**config.mk**
```make
export PLATFORM = sky130hd
export DESIGN_NAME = keyed_watchdog
export DESIGN_NICKNAME = d
export VERILOG_FILES = /design/src/rtl/kwd_pkg.sv /design/src/rtl/kwd_regs.sv /design/src/rtl/kwd_counter.sv /design/src/rtl/kwd_action.sv /design/src/rtl/keyed_watchdog.sv
export SDC_FILE = /design/constraint.sdc
export NUM_CORES = 1
export LEC_CHECK = 0
export ABC_AREA = 1
export BUFFER_PORTS_ARGS = -buffer_cell sky130_fd_sc_hd__clkbuf_2
export CAP_MARGIN = 20
export CORE_UTILIZATION = 45
export CTS_CLUSTER_DIAMETER = 50
export DETAILED_ROUTE_END_ITERATION = 8
export GPL_TIMING_DRIVEN = 0
export PLACE_DENSITY = 0.73
export SYNTH_ARGS = -nofsm -noshare
export SYNTH_HDL_FRONTEND = slang
export SYNTH_SLANG_ARGS = --single-unit
```
**constraint.sdc**
```tcl
create_clock -name clk -period 1.6 [get_ports clk]
set_input_delay 0.16 -clock clk [delete_from_list [all_inputs] [get_ports clk]]
set_output_delay 0.16 -clock clk [all_outputs]
set_load 0.01 [all_outputs]
```
**src/rtl/kwd_pkg.sv**
```systemverilog
package kwd_pkg;

    localparam int unsigned WORD_W = 32;
    localparam int unsigned OFS_W  = 8;

    localparam logic [OFS_W-1:0] OFS_COUNT = 8'h00;
    localparam logic [OFS_W-1:0] OFS_LOAD  = 8'h04;
    localparam logic [OFS_W-1:0] OFS_KICK  = 8'h08;
    localparam logic [OFS_W-1:0] OFS_CTRL  = 8'h0C;
    localparam logic [OFS_W-1:0] OFS_STAT  = 8'h10;
    localparam logic [OFS_W-1:0] OFS_CLR   = 8'h14;
    localparam logic [OFS_W-1:0] OFS_REV   = 8'h1C;

    localparam logic [WORD_W-1:0] KICK_KEY  = 32'h0000_5AB9;
    localparam logic [WORD_W-1:0] REV_WORD  = 32'h0001_0601;
    localparam logic [WORD_W-1:0] LOAD_INIT = 32'h03EF_1480;

    typedef struct packed {
        logic irq_en;
        logic rst_en;
        logic run_en;
    } ctrl_t;

    typedef enum logic [2:0] {
        SEL_NONE,
        SEL_COUNT,
        SEL_LOAD,
        SEL_KICK,
        SEL_CTRL,
        SEL_STAT,
        SEL_CLR,
        SEL_REV
    } reg_sel_e;

    typedef struct packed {
        logic load;
        logic kick;
        logic ctrl;
        logic clr;
    } wr_hit_t;

    function automatic reg_sel_e decode_ofs(input logic [OFS_W-1:0] ofs);
        case (ofs)
            OFS_COUNT: return SEL_COUNT;
            OFS_LOAD:  return SEL_LOAD;
            OFS_KICK:  return SEL_KICK;
            OFS_CTRL:  return SEL_CTRL;
            OFS_STAT:  return SEL_STAT;
            OFS_CLR:   return SEL_CLR;
            OFS_REV:   return SEL_REV;
            default:   return SEL_NONE;
        endcase
    endfunction

endpackage

```
**src/rtl/kwd_regs.sv**
```systemverilog
module kwd_regs
    import kwd_pkg::*;
#(
    parameter int unsigned ADDR_W = 12,
    parameter int unsigned CNT_W  = 32
) (
    input  logic              clk,
    input  logic              rst,
    input  logic              bus_wr,
    input  logic              bus_rd,
    input  logic [ADDR_W-1:0] bus_addr,
    input  logic [WORD_W-1:0] bus_wdata,
    input  logic [CNT_W-1:0]  count,
    input  logic              status,
    output ctrl_t             ctrl_q,
    output logic [CNT_W-1:0]  load_q,
    output logic              reload,
    output logic              run_ok,
    output logic              clr_stat,
    output logic [WORD_W-1:0] bus_rdata,
    output logic              bus_rvalid
);

    logic        in_win;
    reg_sel_e    sel;
    wr_hit_t     hit;
    logic        starting;
    logic        stopping;
    logic        kick_ok;
    logic [WORD_W-1:0] rd_word;

    generate
        if (ADDR_W > OFS_W) begin : g_hi
            assign in_win = (bus_addr[ADDR_W-1:OFS_W] == '0);
        end else begin : g_flat
            assign in_win = 1'b1;
        end
    endgenerate

    assign sel = in_win ? decode_ofs(bus_addr[OFS_W-1:0]) : SEL_NONE;

    always_comb begin
        hit      = '0;
        hit.load = bus_wr && (sel == SEL_LOAD);
        hit.kick = bus_wr && (sel == SEL_KICK);
        hit.ctrl = bus_wr && (sel == SEL_CTRL);
        hit.clr  = bus_wr && (sel == SEL_CLR);
    end

    assign starting = hit.ctrl && bus_wdata[0] && !ctrl_q.run_en;
    assign stopping = hit.ctrl && !bus_wdata[0];
    assign kick_ok  = hit.kick && ctrl_q.run_en && (bus_wdata == KICK_KEY);
    assign reload   = starting || kick_ok;
    assign run_ok   = ctrl_q.run_en && !stopping;
    assign clr_stat = hit.clr;

    always_ff @(posedge clk) begin
        if (rst) begin
            ctrl_q <= '0;
            load_q <= LOAD_INIT[CNT_W-1:0];
        end else begin
            if (hit.ctrl) ctrl_q <= ctrl_t'(bus_wdata[2:0]);
            if (hit.load) load_q <= bus_wdata[CNT_W-1:0];
        end
    end

    always_comb begin
        case (sel)
            SEL_COUNT: rd_word = WORD_W'(ctrl_q.run_en ? count : load_q);
            SEL_LOAD:  rd_word = WORD_W'(load_q);
            SEL_CTRL:  rd_word = WORD_W'(ctrl_q);
            SEL_STAT:  rd_word = WORD_W'(status);
            SEL_REV:   rd_word = REV_WORD;
            default:   rd_word = '0;
        endcase
    end

    always_ff @(posedge clk) begin
        if (rst) begin
            bus_rdata  <= '0;
            bus_rvalid <= 1'b0;
        end else begin
            bus_rvalid <= bus_rd;
            if (bus_rd) bus_rdata <= rd_word;
        end
    end

endmodule

```
**src/rtl/kwd_counter.sv**
```systemverilog
module kwd_counter #(
    parameter int unsigned CNT_W = 32
) (
    input  logic             clk,
    input  logic             rst,
    input  logic             run,
    input  logic             tick,
    input  logic             reload,
    input  logic [CNT_W-1:0] load_val,
    output logic [CNT_W-1:0] count,
    output logic             fire
);

    localparam logic [CNT_W-1:0] ONE = CNT_W'(1);

    logic step;

    assign step = run && tick && !reload && (count != '0);
    assign fire = step && (count == ONE);

    always_ff @(posedge clk) begin
        if (rst)         count <= '0;
        else if (reload) count <= load_val;
        else if (step)   count <= count - ONE;
    end

endmodule

```
**src/rtl/kwd_action.sv**
```systemverilog
module kwd_action (
    input  logic clk,
    input  logic rst,
    input  logic fire,
    input  logic clr,
    input  logic irq_en,
    input  logic rst_en,
    output logic status,
    output logic irq,
    output logic sys_rst_req
);

    always_ff @(posedge clk) begin
        if (rst) begin
            status      <= 1'b0;
            sys_rst_req <= 1'b0;
        end else begin
            if (fire)     status <= 1'b1;
            else if (clr) status <= 1'b0;
            sys_rst_req <= fire && rst_en;
        end
    end

    assign irq = status && irq_en;

endmodule

```
**src/rtl/keyed_watchdog.sv**
```systemverilog
module keyed_watchdog
    import kwd_pkg::*;
#(
    parameter int unsigned ADDR_W = 12,
    parameter int unsigned CNT_W  = 32
) (
    input  logic              clk,
    input  logic              rst,
    input  logic              tick_en,
    input  logic              bus_wr,
    input  logic              bus_rd,
    input  logic [ADDR_W-1:0] bus_addr,
    input  logic [31:0]       bus_wdata,
    output logic [31:0]       bus_rdata,
    output logic              bus_rvalid,
    output logic              irq,
    output logic              sys_rst_req
);

    ctrl_t            ctrl_q;
    logic [CNT_W-1:0] load_q;
    logic [CNT_W-1:0] cnt_q;
    logic             reload;
    logic             run_ok;
    logic             clr_stat;
    logic             fire;
    logic             status;

    kwd_regs #(.ADDR_W(ADDR_W), .CNT_W(CNT_W)) u_regs (
        .clk        (clk),
        .rst        (rst),
        .bus_wr     (bus_wr),
        .bus_rd     (bus_rd),
        .bus_addr   (bus_addr),
        .bus_wdata  (bus_wdata),
        .count      (cnt_q),
        .status     (status),
        .ctrl_q     (ctrl_q),
        .load_q     (load_q),
        .reload     (reload),
        .run_ok     (run_ok),
        .clr_stat   (clr_stat),
        .bus_rdata  (bus_rdata),
        .bus_rvalid (bus_rvalid)
    );

    kwd_counter #(.CNT_W(CNT_W)) u_cnt (
        .clk      (clk),
        .rst      (rst),
        .run      (run_ok),
        .tick     (tick_en),
        .reload   (reload),
        .load_val (load_q),
        .count    (cnt_q),
        .fire     (fire)
    );

    kwd_action u_act (
        .clk         (clk),
        .rst         (rst),
        .fire        (fire),
        .clr         (clr_stat),
        .irq_en      (ctrl_q.irq_en),
        .rst_en      (ctrl_q.rst_en),
        .status      (status),
        .irq         (irq),
        .sys_rst_req (sys_rst_req)
    );

endmodule

```
==> results of run 1 <==
[power groups by stage]
stage,combinational [mW],sequential [mW],clock [mW]
after CTS,0.242,2.54,2.36
after detailed placement,0.240,2.60,0
after global placement,0.238,2.60,0
after global routing,0.275,2.54,2.45
final,0.248,2.54,2.33
after floorplan,0.124,2.60,0
[per-layer routing]
layer,vias to the layer above,GRT usage [%],wire length (microns)
met1,2987,37.4,8530
met2,307,41.8,8960
met4,0,10.5,420
met3,33,2.91,1530
met5,-,0,0
li1,3198,-,-
[cells by family after synthesis]
logic type | synth area share [%]
mux | 0.664
xor+xnor | 4.21
simple gates | 36.0
compound gates | 13.6
flops | 33.8
fa+ha+maj | 0.415
buf+inv | 11.3
[metrics by stage]
step                hold WS (ps)  util (%)  worst slack, ps  power [mW]
detailed placement           408      52.1             -365        2.84
floorplan                    286         -            -30.3        2.73
global placement             401      52.1             -352        2.84
CTS                         39.5      56.3             -154        5.14
finish                      46.3      60.0             -328        5.12
global route                56.0      60.0             -412        5.26
[cell type report]
type	instances	area, sq um
fillers	1193	5130
repair buffers	105	604
inverters	104	400
flip-flops and latches	102	2060
clock buffers	9	225
clock inverters	7	83.8
plain buffers	50	340
multi-input cells	677	3760
well taps	172	215
[worst max path at each step]
| stage | from | end | cells past startpoint |
|---|---|---|---|
| 2_1_floorplan | u_cnt.count[0] | u_cnt.count[13] | 14 |
| 3_3_place_gp | u_cnt.count[0] | u_cnt.count[29] | 10 |
| 3_5_place_dp | u_regs.ctrl_q[0] | u_regs.bus_rdata[6] | 6 |
| 4_1_cts | u_cnt.count[1] | u_cnt.count[20] | 14 |
| 5_1_grt | u_cnt.count[0] | u_cnt.count[19] | 14 |
| 6_report | u_cnt.count[0] | u_cnt.count[16] | 14 |
[cells in the mapped netlist, types with 8 or more instances]
cell type	n
dfxtp_1	102
o21ai_0	53
nand4_1	10
inv_1	100
buf_6	8
nor2_1	75
o211ai_1	13
nand3_1	67
buf_2	12
nand2_1	299
clkbuf_1	17
nand3_2	10
xor2_1	28
a21oi_1	54
o21ai_1	22
[timing repair]
item,in CTS,in global routing
buffers inserted,10,11
cloned,2,1
pin swaps,9,14
endpoints found under the setup margin,65,68
gates resized for setup,47,120
[worst max-delay path: cells and delay by family (launching register included)]
| kind | cells | cell delay (ps) |
|---|---|---|
| AND/OR/NAND/NOR | 8 | 700 |
| flip-flops | 1 | 390 |
| buffers and inverters | 4 | 360 |
| AO/OA/AOI/OAI | 1 | 260 |
| adder cells (fa/ha/maj) | 1 | 170 |
[flip-flops by register name (all words and copies together), names as in the netlist]
register / cells
u_act.status: 1
u_act.sys_rst_req: 1
u_cnt.count: 32
u_regs.bus_rdata: 32
u_regs.bus_rvalid: 1
u_regs.ctrl_q: 3
u_regs.load_q: 32
==> flow_summary_export.csv, run 1 <==
group,metric,value,unit
synthesis,synth_ff_type,"dfxtp_1",
route,drt-total-wl,19.4,mm
placement,place_hpwl,13.9,mm
global_route,groute.usage.overall,26.7,%
worst_hold_path,hold_depth,3,
setup_path,regToRegEndpoint,"u_cnt.count[16]",
clocking,cts_tree,"done",
global_route,overflow,0,
timing,finalSetupViolCount,34,
synthesis,syn_avg_cell_area,6.46,sq um
floorplanning,fp-row-count,41,
pwr,p_int,3.87,mW
clocking,clockBufferDepth,2,
pwr,clockPowerShare,45.6,%
timing,tightest_slew,592,ps
synthesis,yosys.cell_types.count,40,
outcome,violations,"negative setup slack",
setup_path,worstPathCellList,"inv_4 > ha_4 > nand2_4 > nor2_4 > nand2_2 > inv_2 > a31oi_4 > nand2_8 > nor2_8 > buf_6 > nand2_2 > nand3_2 > nand2_1 > inv_1",
timing,fmax,519,MHz
floorplanning,die_area,13900,sq um
final_layout,final_net_count,1100,
outcome,status,"finished with violations",
pwr,power_frac_seq,49.6,%
timing,period_needed,1930,ps
floorplanning,num_io_pins,84,
clocking,postCtsHoldBufs,0,
worst_hold_path,hold_path_end,"u_regs.load_q[30]",
setup_path,cp.required,1900,ps
setup_path,cp_common_cell,"nand2_2",
clocking,cts-buffers-inserted,9,
placement,port_buffers,81,
floorplanning,die_w,118,microns
synthesis,yosysWarnings,0,
final_layout,layout-drive-gt1-share,28.4,%
synthesis,synth_top_area_share,33.8,%
floorplanning,initial_core_util,47.0,%
timing,fin_skew,9.58,ps
pwr,power.density,665,nW/um^2
global_route,grt_max_degree,20,
route,viasPerCell,5.32,
clocking,path_clk_slew,80,ps
synthesis,synthesis.area,6030,sq um
clocking,cts-root-buf,"clkbuf_16",
route,via_count,6525,
synthesis,synth_top_cell_by_area,"dfxtp_1",
synthesis,synth_edf_count,0,
placement,dpl_cell_area,6680,sq um
final_layout,design_area,7700,sq um
timing,rsz0062_at_grt,"yes",
pwr,vdd_drop_max,0.000568,V
pwr,power.leakage,3.80,nW
timing,max_slew_margin,60.6,%
route,drc,0,
setup_path,slowest_stage,"dfxtp_4",
clocking,numClockSinks,102,
timing,report.final.slew_viol_count,0,
synthesis,synthArstFlopShare,0,%
route,antenna_left,0,
worst_hold_path,holdCritPathClass,"in2reg",
pwr,comb_power_share,4.9,%
timing,setup_tns,-9730,ps
setup_path,worstPathMaxFanout,8,
final_layout,layout_commonest_cell,"nand2_1",
pwr,p_sw_share,24.4,%
setup_path,slowest_delay,390,ps
setup_path,ff2ff_setup_slack,-330,ps
synthesis,synth_cells,934,
setup_path,endpoint_kind,"flip-flop",
global_route,grt_first_pass_wirelength,29.4,mm
final_layout,diodes,0,
route,drt_iter0_markers,740,
setup_path,rr_startpoint,"u_cnt.count[0]",
setup_path,cp.arrival,2230,ps
synthesis,yosys-top-cells-area,"dfxtp_1 34%, nand2_1 19%, inv_1 6.2%",
floorplanning,core,12800,sq um
synthesis,syn-num-nets,985,
synthesis,seq_area_frac_synth,33.8,%
flow_run,cap_violations,0,
pwr,power_switching,1.25,mW
setup_path,cp-start-kind,"flip-flop",
setup_path,ff2ff_path_depth,14,
timing,hold_viol_final,0,
global_route,antenna_found_initial,0,
global_route,grt_pass1_vias,5804,
placement,gp_congestion,0.948,
floorplanning,fp.dieH,118,microns
placement,dp.cells,1187,
timing,setup_ws,-328,ps
route,drtPass1Iterations,5,
clocking,clkLatencyLatePin,360,ps
clocking,htreeDepth,3,
final_layout,final_cell_mix,"264 x nand2_1, 97 x inv_1, 90 x dfxtp_1",
final_layout,final_cells,1226,
route,wl_per_cell,15.9,microns
synthesis,ys_ff_latch,102,
setup_path,critPathKind,"reg2reg",
timing,fin_crit_sh,121,%
final_layout,layout-area-overhead-vs-synth,27.6,%
worst_hold_path,min-delay-start,"bus_wdata[30]",
Note: power is estimated with default switching activity, not from simulation.
==> inputs of run 2 (changes only) <==
--- a/config.mk
+++ b/config.mk
@@ -6,13 +6,13 @@
 export NUM_CORES = 1
 export LEC_CHECK = 0
 export ABC_AREA = 1
-export BUFFER_PORTS_ARGS = -buffer_cell sky130_fd_sc_hd__clkbuf_2
 export CAP_MARGIN = 20
 export CORE_UTILIZATION = 45
 export CTS_CLUSTER_DIAMETER = 50
 export DETAILED_ROUTE_END_ITERATION = 8
+export DONT_BUFFER_PORTS = 1
 export GPL_TIMING_DRIVEN = 0
-export PLACE_DENSITY = 0.73
+export PLACE_DENSITY = 0.67
 export SYNTH_ARGS = -nofsm -noshare
 export SYNTH_HDL_FRONTEND = slang
 export SYNTH_SLANG_ARGS = --single-unit
==> run 2 against run 1 <==
  * The run ends with negative hold slack, negative setup slack left
  * Clock-buffer cell count did not move
  * Die area did not move
  * Sequential power about the same
  * Cell count is 4.6% lower
  * Sequential share of layout area grew 0.76 points
  * Clock power rose by 6%
  * Fmax grew 5.1%
  * Design area decreased by 2.4%
  * Sequential cell count unchanged
  * Wire length down 1.4%
  * Hold slack got worse by 48 ps
  * Clock skew decreased by 0.54 ps
  * Critical endpoint is now u_cnt.count[12]
==> flow_summary_export.csv, run 2 (synthesized netlist as in run 1, its figures left out) <==
group,metric,value,unit
outcome,status,"finished with violations",
outcome,violations,"negative hold slack, negative setup slack",
setup_path,cp.arrival,2150,ps
route,highest_layer,"met4",
route,via_count,6252,
final_layout,seqCellArea,2070,sq um
route,wl_per_cell,16.4,microns
final_layout,final_net_count,1043,
timing,fmax,545,MHz
setup_path,cp.required,1910,ps
worst_hold_path,holdCritPathClass,"in2reg",
setup_path,slowest_stage,"dfxtp_2",
final_layout,design_area,7510,sq um
clocking,cts-root-buf,"clkbuf_16",
global_route,grt_pass1_vias,5828,
clocking,clkLatencyLatePin,360,ps
setup_path,endpoint_kind,"flip-flop",
final_layout,multiInputGateArea,3680,sq um
final_layout,final_cells,1169,
timing,setup_ws,-235,ps
floorplanning,die_area,13900,sq um
pwr,power.density,697,nW/um^2
timing,hold_viol_final,1,
route,drt-total-wl,19.2,mm
floorplanning,fp-row-count,41,
setup_path,worstPathCellList,"nor2_2 > nand2_4 > nor2_4 > nand2_2 > inv_2 > a31oi_4 > nand2_8 > buf_4 > buf_8 > nand3_1 > nand3_2 > nand2_1 > inv_1",
final_layout,nFillCells,1236,
route,met2_wirelength,8.43,mm
timing,rsz0062_at_grt,"yes",
global_route,antenna_found_initial,0,
final_layout,reg_top3,"u_cnt.count (32), u_regs.bus_rdata (32), u_regs.load_q (32)",
floorplanning,core,12800,sq um
final_layout,diodes,0,
clocking,path_clk_slew,70,ps
setup_path,ff2ff_path_depth,13,
setup_path,rr_startpoint,"u_cnt.count[2]",
clocking,cts_tree,"done",
placement,dp.cells,1106,
pwr,power.leakage,3.50,nW
placement,place_hpwl,13.7,mm
placement,gp_congestion,0.921,
setup_path,cp_top_family,"simple AND/OR/NAND/NOR gates",
final_layout,fin_util,58.6,%
worst_hold_path,hold_path_end,"u_regs.load_q[25]",
timing,max_slew_margin,58.6,%
timing,fin_crit_sh,115,%
timing,setup_tns,-6210,ps
route,wirelength_met1,8.69,mm
clocking,cts-buffers-inserted,9,
route,drtPass1Iterations,6,
global_route,groute.usage.overall,27.6,%
global_route,grt_max_degree,19,
placement,port_buffers,0,
timing,period_needed,1830,ps
setup_path,slowest_delay,370,ps
setup_path,worst-path-buf-inv,4,
global_route,overflow,0,
final_layout,layout-area-overhead-vs-synth,24.5,%
placement,dpl_worst_slack,-425,ps
timing,holdWs,-1.34,ps
timing,report.final.slew_viol_count,0,
setup_path,cp-start-kind,"flip-flop",
pwr,vdd_drop_max,0.000746,V
setup_path,regToRegEndpoint,"u_cnt.count[12]",
flow_run,cap_violations,0,
route,dr_wl_met3,1.52,mm
worst_hold_path,min-delay-start,"bus_wdata[25]",
floorplanning,die_w,118,microns
clocking,htreeDepth,3,
final_layout,layout_commonest_cell,"nand2_1",
timing,tightest_slew,621,ps
route,drt_iter0_markers,576,
timing,fin_skew,9.04,ps
final_layout,layout-drive-gt1-share,20.9,%
setup_path,critPathKind,"reg2reg",
setup_path,ff2ff_setup_slack,-230,ps
placement,dpl_cell_area,6280,sq um
final_layout,final_cell_mix,"270 x nand2_1, 96 x inv_1, 86 x dfxtp_1",
worst_hold_path,hold_depth,2,
pwr,power,5.24,mW
timing,finalSetupViolCount,34,
route,viasPerCell,5.35,
clocking,clockBufferDepth,2,
floorplanning,fp.dieH,118,microns
floorplanning,initial_core_util,47.0,%
setup_path,worstPathMaxFanout,10,
clocking,numClockSinks,102,
route,antenna_left,0,
route,drc,0,
floorplanning,num_io_pins,84,
global_route,grt_first_pass_wirelength,30.3,mm
run 2: cell count changes in the layout (fill, tap and decap cells not counted), moves of 6 or more:
cell	before	now
dlygate4sd3_1	0	24
nand2_2	31	23
nand3_1	35	41
nand2_1	264	270
clkbuf_2	84	2
run 2: final cells by class:
cell class	count	share of cell area (%)
clock buffers	9	3.00
repair buffers	48	6.46
clock inverters	7	1.37
flip-flops and latches	102	27.6
multi-input cells	677	49.0
plain buffers	50	4.36
well taps	172	2.87
inverters	104	5.33
run 2: layer usage:
metal  vias to the layer above  GRT usage [%]
met2                       259           40.9
met5                         -              0
met1                      2879           38.6
met4                         0           11.1
met3                        42           5.81
li1                       3072              -
run 2: how the worst max path moves through the flow:
stage / startpoint / to / slack, ps / cells past startpoint
final: u_cnt.count[2] / u_cnt.count[12] / -230 / 13
after global routing: u_cnt.count[2] / u_cnt.count[12] / -330 / 13
after CTS: u_cnt.count[0] / u_act.status / -160 / 12
after detailed placement: u_regs.ctrl_q[0] / u_act.status / -430 / 8
after global placement: u_regs.ctrl_q[0] / u_regs.bus_rdata[6] / -390 / 6
after floorplan: u_cnt.count[0] / u_cnt.count[13] / -30 / 14
run 2: power breakdown:
group	switching, mW	internal, mW
Clock	1.08	1.40
Combinational	0.146	0.0809
Sequential	0.00409	2.53
run 2: what timing repair did:
item / 4_1_cts / 5_1_grt
setup endpoints to repair: 65 / 59
hold endpoints to repair: 24 / 0
gates cloned: 3 / 1
buffers inserted: 17 / 3
pin swaps: 9 / 8
hold buffers: 24 / 0
gates resized for setup: 79 / 66
run 2: worst reg2reg max path: stages, from the launching register on:
cell	delay (ps)
dfxtp_2	370
nor2_2	200
nand2_4	80
nor2_4	160
nand2_2	70
inv_2	80
a31oi_4	110
nand2_8	120
buf_4	130
buf_8	130
nand3_1	130
nand3_2	100
nand2_1	50
inv_1	60
